[config.mk]
export PLATFORM = sky130hd
export DESIGN_NAME = frame_sync_gen
export DESIGN_NICKNAME = d
export VERILOG_FILES = /design/src/rtl/fsg_pkg.sv /design/src/rtl/fsg_src_sel.sv /design/src/rtl/fsg_phase_ctr.sv /design/src/rtl/fsg_status.sv /design/src/rtl/fsg_pulse_out.sv /design/src/rtl/frame_sync_gen.sv
export SDC_FILE = /design/constraint.sdc
export NUM_CORES = 1
export LEC_CHECK = 0
export BUFFER_PORTS_ARGS = -buffer_cell sky130_fd_sc_hd__buf_4
export CAP_MARGIN = 25
export CELL_PAD_IN_SITES_DETAIL_PLACEMENT = 0
export CELL_PAD_IN_SITES_GLOBAL_PLACEMENT = 1
export CORE_AREA = 2 2 71 73
export DETAILED_ROUTE_END_ITERATION = 12
export DIE_AREA = 0 0 73 75
export PLACE_DENSITY_LB_ADDON = 0.2
export SYNTH_ARGS = -nofsm -noshare
export SYNTH_HDL_FRONTEND = slang
export SYNTH_SLANG_ARGS = --single-unit
[constraint.sdc]
create_clock -name clk -period 7.3 [get_ports clk]
set_input_delay 1.46 -clock clk [delete_from_list [all_inputs] [get_ports clk]]
set_output_delay 1.46 -clock clk [all_outputs]
set_load 0.01 [all_outputs]
[src/rtl/fsg_pkg.sv]
package fsg_pkg;

    typedef enum logic [1:0] {
        RATE_PPS = 2'd0,
        RATE_2K  = 2'd1,
        RATE_4K  = 2'd2,
        RATE_8K  = 2'd3
    } sync_rate_e;

    typedef struct packed {
        logic frame;
        logic mframe;
        logic second;
    } fsg_evt_t;

    // a sync edge at this rate also restarts the multiframe count
    function automatic logic rate_clears_mf(sync_rate_e r);
        return (r == RATE_PPS) || (r == RATE_2K);
    endfunction

    // a sync edge at this rate also restarts the frame-in-second count
    function automatic logic rate_clears_sec(sync_rate_e r);
        return (r == RATE_PPS);
    endfunction

    // on-time test for the slower counters, given the rate
    function automatic logic slow_phase_ok(sync_rate_e r, logic [1:0] mf, logic sec_zero);
        logic ok;
        case (r)
            RATE_PPS: ok = (mf == 2'd0) && sec_zero;
            RATE_2K:  ok = (mf == 2'd0);
            RATE_4K:  ok = ~mf[0];
            default:  ok = 1'b1;
        endcase
        return ok;
    endfunction

endpackage

[src/rtl/fsg_src_sel.sv]
module fsg_src_sel #(
    parameter int NUM_IN = 14,
    parameter int SEL_W  = 4
) (
    input  logic              clk,
    input  logic              rst,
    input  logic [NUM_IN-1:0] ref_tick_i,
    input  logic [NUM_IN-1:0] sync_i,
    input  logic [SEL_W-1:0]  clk_sel,
    input  logic [SEL_W-1:0]  sync_sel,
    output logic              tick_o,
    output logic              edge_o
);
    logic sync_cur;
    logic sync_prev_q;

    always_comb begin
        tick_o   = 1'b0;
        sync_cur = 1'b0;
        for (int i = 0; i < NUM_IN; i++) begin
            if (clk_sel == SEL_W'(i))  tick_o   = ref_tick_i[i];
            if (sync_sel == SEL_W'(i)) sync_cur = sync_i[i];
        end
    end

    always_ff @(posedge clk) begin
        if (rst) sync_prev_q <= 1'b0;
        else     sync_prev_q <= sync_cur;
    end

    assign edge_o = sync_cur & ~sync_prev_q;

endmodule

[src/rtl/fsg_phase_ctr.sv]
module fsg_phase_ctr
    import fsg_pkg::*;
#(
    parameter int TPF = 1250,
    parameter int FPS = 8000,
    localparam int TW = (TPF > 1) ? $clog2(TPF) : 1,
    localparam int FW = (FPS > 1) ? $clog2(FPS) : 1
) (
    input  logic       clk,
    input  logic       rst,
    input  logic       tick_i,
    input  logic       edge_i,
    input  sync_rate_e rate_i,
    output fsg_evt_t   evt_o,
    output logic       aligned_o,
    output logic [TW-1:0] pos_o
);
    logic [TW-1:0] tick_q, tick_eff;
    logic [1:0]    mf_q, mf_eff;
    logic [FW-1:0] sec_q, sec_eff;
    logic          frame_end;

    always_comb begin
        tick_eff  = edge_i ? '0 : tick_q;
        mf_eff    = (edge_i && rate_clears_mf(rate_i))  ? 2'd0 : mf_q;
        sec_eff   = (edge_i && rate_clears_sec(rate_i)) ? '0   : sec_q;
        frame_end = (tick_eff == TW'(TPF - 1));

        evt_o.frame  = (tick_eff == '0);
        evt_o.mframe = evt_o.frame && (mf_eff == 2'd0);
        evt_o.second = evt_o.frame && (sec_eff == '0);

        aligned_o = (tick_q == '0) && slow_phase_ok(rate_i, mf_q, sec_q == '0);
    end

    always_ff @(posedge clk) begin
        if (rst) begin
            tick_q <= '0;
            mf_q   <= 2'd0;
            sec_q  <= '0;
        end else if (tick_i) begin
            if (frame_end) begin
                tick_q <= '0;
                mf_q   <= mf_eff + 2'd1;
                sec_q  <= (sec_eff == FW'(FPS - 1)) ? '0 : sec_eff + FW'(1);
            end else begin
                tick_q <= tick_eff + TW'(1);
                mf_q   <= mf_eff;
                sec_q  <= sec_eff;
            end
        end else begin
            tick_q <= tick_eff;
            mf_q   <= mf_eff;
            sec_q  <= sec_eff;
        end
    end

    assign pos_o = tick_q;

endmodule

[src/rtl/fsg_status.sv]
module fsg_status (
    input  logic clk,
    input  logic rst,
    input  logic edge_i,
    input  logic aligned_i,
    input  logic clr_i,
    output logic bad_o,
    output logic flag_o
);
    logic armed_q;
    logic flag_q;

    assign bad_o = edge_i & armed_q & ~aligned_i;

    always_ff @(posedge clk) begin
        if (rst) begin
            armed_q <= 1'b0;
            flag_q  <= 1'b0;
        end else begin
            if (edge_i) armed_q <= 1'b1;
            if (bad_o)      flag_q <= 1'b1;
            else if (clr_i) flag_q <= 1'b0;
        end
    end

    assign flag_o = flag_q;

endmodule

[src/rtl/fsg_pulse_out.sv]
module fsg_pulse_out
    import fsg_pkg::*;
(
    input  logic     clk,
    input  logic     rst,
    input  logic     tick_i,
    input  fsg_evt_t evt_i,
    input  logic     frame_pps_i,
    input  logic     mframe_pps_i,
    output logic     frame_o,
    output logic     mframe_o
);
    always_ff @(posedge clk) begin
        if (rst) begin
            frame_o  <= 1'b0;
            mframe_o <= 1'b0;
        end else if (tick_i) begin
            frame_o  <= frame_pps_i  ? evt_i.second : evt_i.frame;
            mframe_o <= mframe_pps_i ? evt_i.second : evt_i.mframe;
        end
    end

endmodule

[src/rtl/frame_sync_gen.sv]
module frame_sync_gen
    import fsg_pkg::*;
#(
    parameter int NUM_IN          = 14,
    parameter int TICKS_PER_FRAME = 1250,
    parameter int FRAMES_PER_PPS  = 8000,
    localparam int SEL_W = (NUM_IN > 1) ? $clog2(NUM_IN) : 1
) (
    input  logic              clk,
    input  logic              rst,
    input  logic [NUM_IN-1:0] ref_tick_i,
    input  logic [NUM_IN-1:0] sync_i,
    input  logic [SEL_W-1:0]  cfg_clk_sel,
    input  logic [SEL_W-1:0]  cfg_sync_sel,
    input  logic [1:0]        cfg_sync_rate,
    input  logic              cfg_frame_pps,
    input  logic              cfg_mframe_pps,
    input  logic              status_clr,
    output logic              frame_pulse_o,
    output logic              mframe_pulse_o,
    output logic              misalign_o
);
    localparam int POS_W = (TICKS_PER_FRAME > 1) ? $clog2(TICKS_PER_FRAME) : 1;

    logic             tick_sel;
    logic             sync_edge;
    logic             seg_aligned;
    logic             edge_bad;
    logic [POS_W-1:0] tick_pos;
    fsg_evt_t         evt;

    fsg_src_sel #(.NUM_IN(NUM_IN), .SEL_W(SEL_W)) u_src (
        .clk        (clk),
        .rst        (rst),
        .ref_tick_i (ref_tick_i),
        .sync_i     (sync_i),
        .clk_sel    (cfg_clk_sel),
        .sync_sel   (cfg_sync_sel),
        .tick_o     (tick_sel),
        .edge_o     (sync_edge)
    );

    fsg_phase_ctr #(.TPF(TICKS_PER_FRAME), .FPS(FRAMES_PER_PPS)) u_ctr (
        .clk       (clk),
        .rst       (rst),
        .tick_i    (tick_sel),
        .edge_i    (sync_edge),
        .rate_i    (sync_rate_e'(cfg_sync_rate)),
        .evt_o     (evt),
        .aligned_o (seg_aligned),
        .pos_o     (tick_pos)
    );

    fsg_status u_stat (
        .clk       (clk),
        .rst       (rst),
        .edge_i    (sync_edge),
        .aligned_i (seg_aligned),
        .clr_i     (status_clr),
        .bad_o     (edge_bad),
        .flag_o    (misalign_o)
    );

    fsg_pulse_out u_out (
        .clk          (clk),
        .rst          (rst),
        .tick_i       (tick_sel),
        .evt_i        (evt),
        .frame_pps_i  (cfg_frame_pps),
        .mframe_pps_i (cfg_mframe_pps),
        .frame_o      (frame_pulse_o),
        .mframe_o     (mframe_pulse_o)
    );

endmodule

---- After elaboration in Yosys (flattened, before gate mapping) ----
Cells that the tools add are included.
word-level totals
  input bits .............................. 43
  output and inout bits ................... 3
  bits in registers ....................... 31
operators by class
  mux-type cells .......................... 43
  reduce and logical (&&, ||, !) cells .... 17
  $add $sub $neg .......................... 3
  bitwise operators ....................... 6
  equal/unequal tests ..................... 30
operators with widths
  kind                   count
  $mux 13                4
  $eq 4x4->1 const B     12
  $mux 11                3
  $eq 4x3->1 const B     8
  $mux 1                 32
  $logic_not 13->1       2
  $logic_not 11->1       2
  $eq 4x2->1 const B     4
  $add 13x1->13 const B  1
  $eq 13x13->1 const B   1
  $add 11x1->11 const B  1
  $eq 11x11->1 const B   1
  $eq 4x1->1 const B     2
  $logic_not 4->1        2
  $logic_and 1x1->1      6
  $logic_not 2->1        3
  $mux 2                 3
  $and 1x1->1            3
  $not 1->1              3
  $pmux 1 s3             1
  $add 2x1->2 const B    1
  $eq 2x1->1 const B     1
  $eq 2x2->1 const B     1
  $reduce_bool 2->1      1
  $logic_or 1x1->1       1

---- Logic depth before layout (Yosys ltp) ----
  depth after elaboration ................. 22
  gate-level depth with buffers ........... 16
  depth with buffers taken out ............ 12

---- By module ----
A second synthesis with hierarchy kept.
second synthesis, totals
  cell total of the unflattened synthesis .. 230
  area, all modules ....................... 1986.9 µm²
modules (own cells, without submodules)
  module         instances  seq. area each (µm²)  area each (µm²)  cells an instance
  fsg_phase_ctr  1          520.5                 1497.7           178
  fsg_src_sel    1          20.0                  335.3            36
  fsg_pulse_out  1          40.0                  82.6             8
  fsg_status     1          40.0                  71.3             8

---- Least setup slack after synthesis ----
OpenSTA, ideal clock, no wires.
  path type ............................... input port to flip-flop
  start ................................... in cfg_sync_sel[2]
  end ..................................... reg u_ctr.sec_q[10]
  stages .................................. 15
  data arrival time ....................... 3952 ps
  setup time .............................. 137 ps
  buffers on the path ..................... 3
  path slack .............................. 3211 ps
  cell sequence ........................... buf_6 > mux2_1 > mux4_2 > nand3b_1 > o31a_2 > buf_6 > or2_2 > buf_2 > and2_1 > ha_1 > nand3_1 > nor2_1 > nand4_1 > o21bai_1 > a21oi_1
on the way
  word-level cells in the longest chain between the ends .. 22
  elaborated cells on any way between the ends .. 38
RTL lines
  element                                        line                  text
  start, declared                                frame_sync_gen.sv:14  input logic [SEL_W-1:0] cfg_sync_sel,
  $logic_not 4->1                                fsg_src_sel.sv:22     if (sync_sel == SEL_W'(i)) sync_cur = sync_i[i];
  $mux 1 (13 in a row)                           fsg_src_sel.sv:22
  $mux 1 *                                       fsg_src_sel.sv:22
  $and 1x1->1 *                                  fsg_src_sel.sv:31     assign edge_o = sync_cur & ~sync_prev_q;
  $logic_and 1x1->1                              fsg_phase_ctr.sv:26   sec_eff = (edge_i && rate_clears_sec(rate_i)) ? '0 : sec_q;
  $mux 13                                        fsg_phase_ctr.sv:26
  $add 13x1->13 or $eq 13x13->1 (tied branches)  fsg_phase_ctr.sv:45   sec_q <= (sec_eff == FW'(FPS - 1)) ? '0 : sec_eff + FW'(1);
  $mux 13                                        fsg_phase_ctr.sv:45
  $mux 13                                        fsg_phase_ctr.sv:42   if (frame_end) begin
  $mux 13 *                                      fsg_phase_ctr.sv:41   end else if (tick_i) begin
  end signal, assigned                           fsg_phase_ctr.sv:45
  end, declared                                  fsg_phase_ctr.sv:20   logic [FW-1:0] sec_q, sec_eff;
Mark *: on every way between the ends. The rest lies on a longest branch, timed or not.
A chain may end at the register's enable or synchronous reset.

---- Worst setup path in the final report ----
  start ................................... in cfg_sync_sel[2]
  end ..................................... reg u_ctr.sec_q[12]
Same word-level chain as after synthesis.

==> results.md <==
- Pin count of the biggest net entering global routing: 31
- DIE AREA: 5475 um2
- Average size of a mapped cell: slightly above 8 um2
- CORE AREA: about 4700 um2
- Worst Path Max Fanout: 30
- Synth area leaders: dfxtp_1, a21oi_1, nand4_1, mux2i_1, nor2_1
- Clock sink count: 31
- Hold_buf cts: 0
- Max-slew violations: 0
- Yosys warns: 0
- Initial Util: ~41%
- DR vias: around 1800
- Final hold vios: 0
- Seq/Total Area, Yosys: between 30 and 40%
- F_max: approximately 210 MHz
- Root Buffer: clkbuf_8
- Final wirelength: 4.284 mm
- Number of buffers added on ports: 45
- Router iterations before antenna repair: 4
- Max VDD drop: around 0.086 mV
- Post-synth top cells: dfxtp_1, a21oi_1, nor2_1
- Max-slew headroom: between 60% and 70%
- TritonCTS Buffers: 5
- Reg2reg path depth: 10
- Reg-to-reg endpoint: u_ctr.sec_q[12]
- Final setup fails: 0
- Drt drc: 0
- Die X: around 73 um
- Count leader, synth: dfxtp_1
- Post-synth EDFFs: 0
- Initial antenna violation count: 0
- Initial DRC Count: 97
- Clock-pin slew on the worst setup and hold paths: 0.06 ns
- First-pass GRT wire length: ~7.4 mm
- Critical Path End Type: flip-flop
- Via density: between 5 and 6
- Kind of critical path: primary input to flip-flop
- Power Density: approximately 160 nW/um2
- Nets: approximately 330
- WL/cell: 12.86 um
- Max Cap Viol: 0
- Share of cells above drive strength 1: between 20% and 30%
- Post-CTS Setup Bufs: 0
- Antenna Cells: 0
- Outcome: finished, final reports clean
- Cell count after synthesis: 238
- Overflow after GRT: 0
- DP Wirelength: about 3.2 mm
- TritonCTS clock tree: yes
- Deepest clock path buffer count: 2
- GRT busiest layer: met2
- Pleak: approximately 0.94 nW
- Mapped Nets: between 200 and 300
- Post-Route Setup TNS: 0 ns
- Worst clock skew: approximately 0.006 ns
- R2r setup slk: 4.42 ns
- Met1 usage: a little over a fifth
- Hold Path End: u_stat.armed_q
- GR Util met2: between 20% and 30%
- Post-placement setup slack: 2.311 ns
- Final period util: roughly 64%
- Post-CTS Resized: 0
- Hold Crit Depth: 2
- WP data arrival: a little under 5 ns
- Ys async rst share: 0%
- Row cnt: 25
- Vias in the first global route: between 1500 and 2000
- RePlAce Congestion: 0.8103
- Unique masters post-synth: 44
- Period minus WS final: roughly 4.7 ns
- H-tree levels: 2
- Area Growth Syn to Fin: 21.97%
- Yosys top cell area share: roughly 32%
- Mapped Area: a little under 2000 um2
- IO Pins: 46
- Synth Flop Type: dfxtp_1
- Slew at the pin closest to its max-slew limit: around 0.58 ns
- RSZ-0062 raised after global routing: false
- #FFs+latches synth: 31
- Setup crit start kind: primary input
- R2r startpoint: u_src.sync_prev_q
- Final antenna-violating net count: 0
- Required time of the worst setup path: 7.44 ns
- Met3 GRT Util: 4.552%
- Hold crit path type: flip-flop to flip-flop
- Synth area leader: dfxtp_1
- Setup ws final: ~2.6 ns
- Die Ht: 75 um
- GRT Total Usage: between 10% and 20%
- Hold Startpoint: u_stat.armed_q
- Clk_lat worst skew: 0.28 ns
-- kinds of logic after synthesis --
kind of cell | after synthesis | synth area share (%)
AND/OR/NAND/NOR | 105 | 30.01
AO/OA/AOI/OAI | 51 | 15.94
flip-flops | 31 | 32.15
buffers and inverters | 24 | 5.768
multiplexers | 13 | 8.814
XOR/XNOR | 9 | 4.083
adder cells (fa/ha/maj) | 5 | 3.240
-- registers in the layout, summed over array words and instances (netlist names) --
register / flops
u_stat.flag_o: 1
u_stat.armed_q: 1
u_out.mframe_o: 1
u_ctr.sec_q: 13
u_ctr.mf_q: 2
u_out.frame_o: 1
u_ctr.pos_o: 11
u_src.sync_prev_q: 1
-- power breakdown --
part / switching [mW] / leakage, nW / internal [mW]
registers: 0.00405 / 0.251 / 0.174
logic: 0.0302 / 0.643 / 0.0346
clock network: 0.0640 / 0.0422 / 0.0668
total: 0.0982 / 0.936 / 0.275
-- worst max-delay path: stages --
cell and delay (ns):
buf_4 0.13, mux2_1 0.32, mux4_2 0.47, nand3b_1 0.10
o31a_2 0.36, nand2_1 0.16, inv_1 0.11, ha_1 0.15
nand4_1 0.11, nor2_1 0.22, nand3_2 0.46, o21bai_1 0.66
a21oi_1 0.08
-- layout make-up --
type,instances,area [um2]
sequential,31,620.6
clock inverter,1,5.005
fill,474,2306
multi-input combinational,183,1199
inverter,11,41.29
tap,54,67.56
timing repair buffer,46,345.3
clock buffer,7,76.32
-- worst max path at each step --
stage | start | end | slack [ns] | cells past startpoint
CTS | cfg_sync_sel[2] | u_ctr.sec_q[12] | 2.61 | 13
global placement | cfg_sync_sel[2] | u_ctr.sec_q[7] | 2.46 | 13
global route | cfg_sync_sel[2] | u_ctr.sec_q[12] | 2.28 | 13
finish | cfg_sync_sel[2] | u_ctr.sec_q[12] | 2.63 | 13
floorplan | cfg_sync_sel[2] | u_ctr.sec_q[10] | 3.21 | 15
detailed placement | cfg_sync_sel[2] | u_ctr.sec_q[10] | 2.31 | 13
-- metrics by stage --
step	power [mW]	utilization (%)	area [um2]	instances	hold WS, ns
floorplan	0.2192	-	1931	238	0.4256
global placement	0.2466	48.78	2273	325	0.4324
detailed placement	0.2473	48.78	2273	325	0.4531
CTS	0.3786	50.52	2355	333	0.4631
global route	0.3949	50.52	2355	333	0.4861
finish	0.3736	50.52	2355	333	0.4559
-- cells in the final DEF, fill, tap and decap left out, drive strengths merged, types with 4 or more instances in the layout --
cell type and count:
buf 46, dfxtp 31, a21oi 20, nor2 19
nand4 16, o21ai 14, inv 11, nor3 11
nand3 11, nand2 9, or3 9, mux2i 8
clkbuf 7, and3 6, and2 5, xor2 5
ha 5, nand2b 4, nor2b 4, o211ai 4
xnor2 4
-- layer usage --
layer  part of all wire [%]  vias up
met5                      0        -
met3                    4.4        7
li1                       -      953
met4                    1.4        0
met2                     47       39
met1                     47      850
Power figures use the tool's default switching activity.
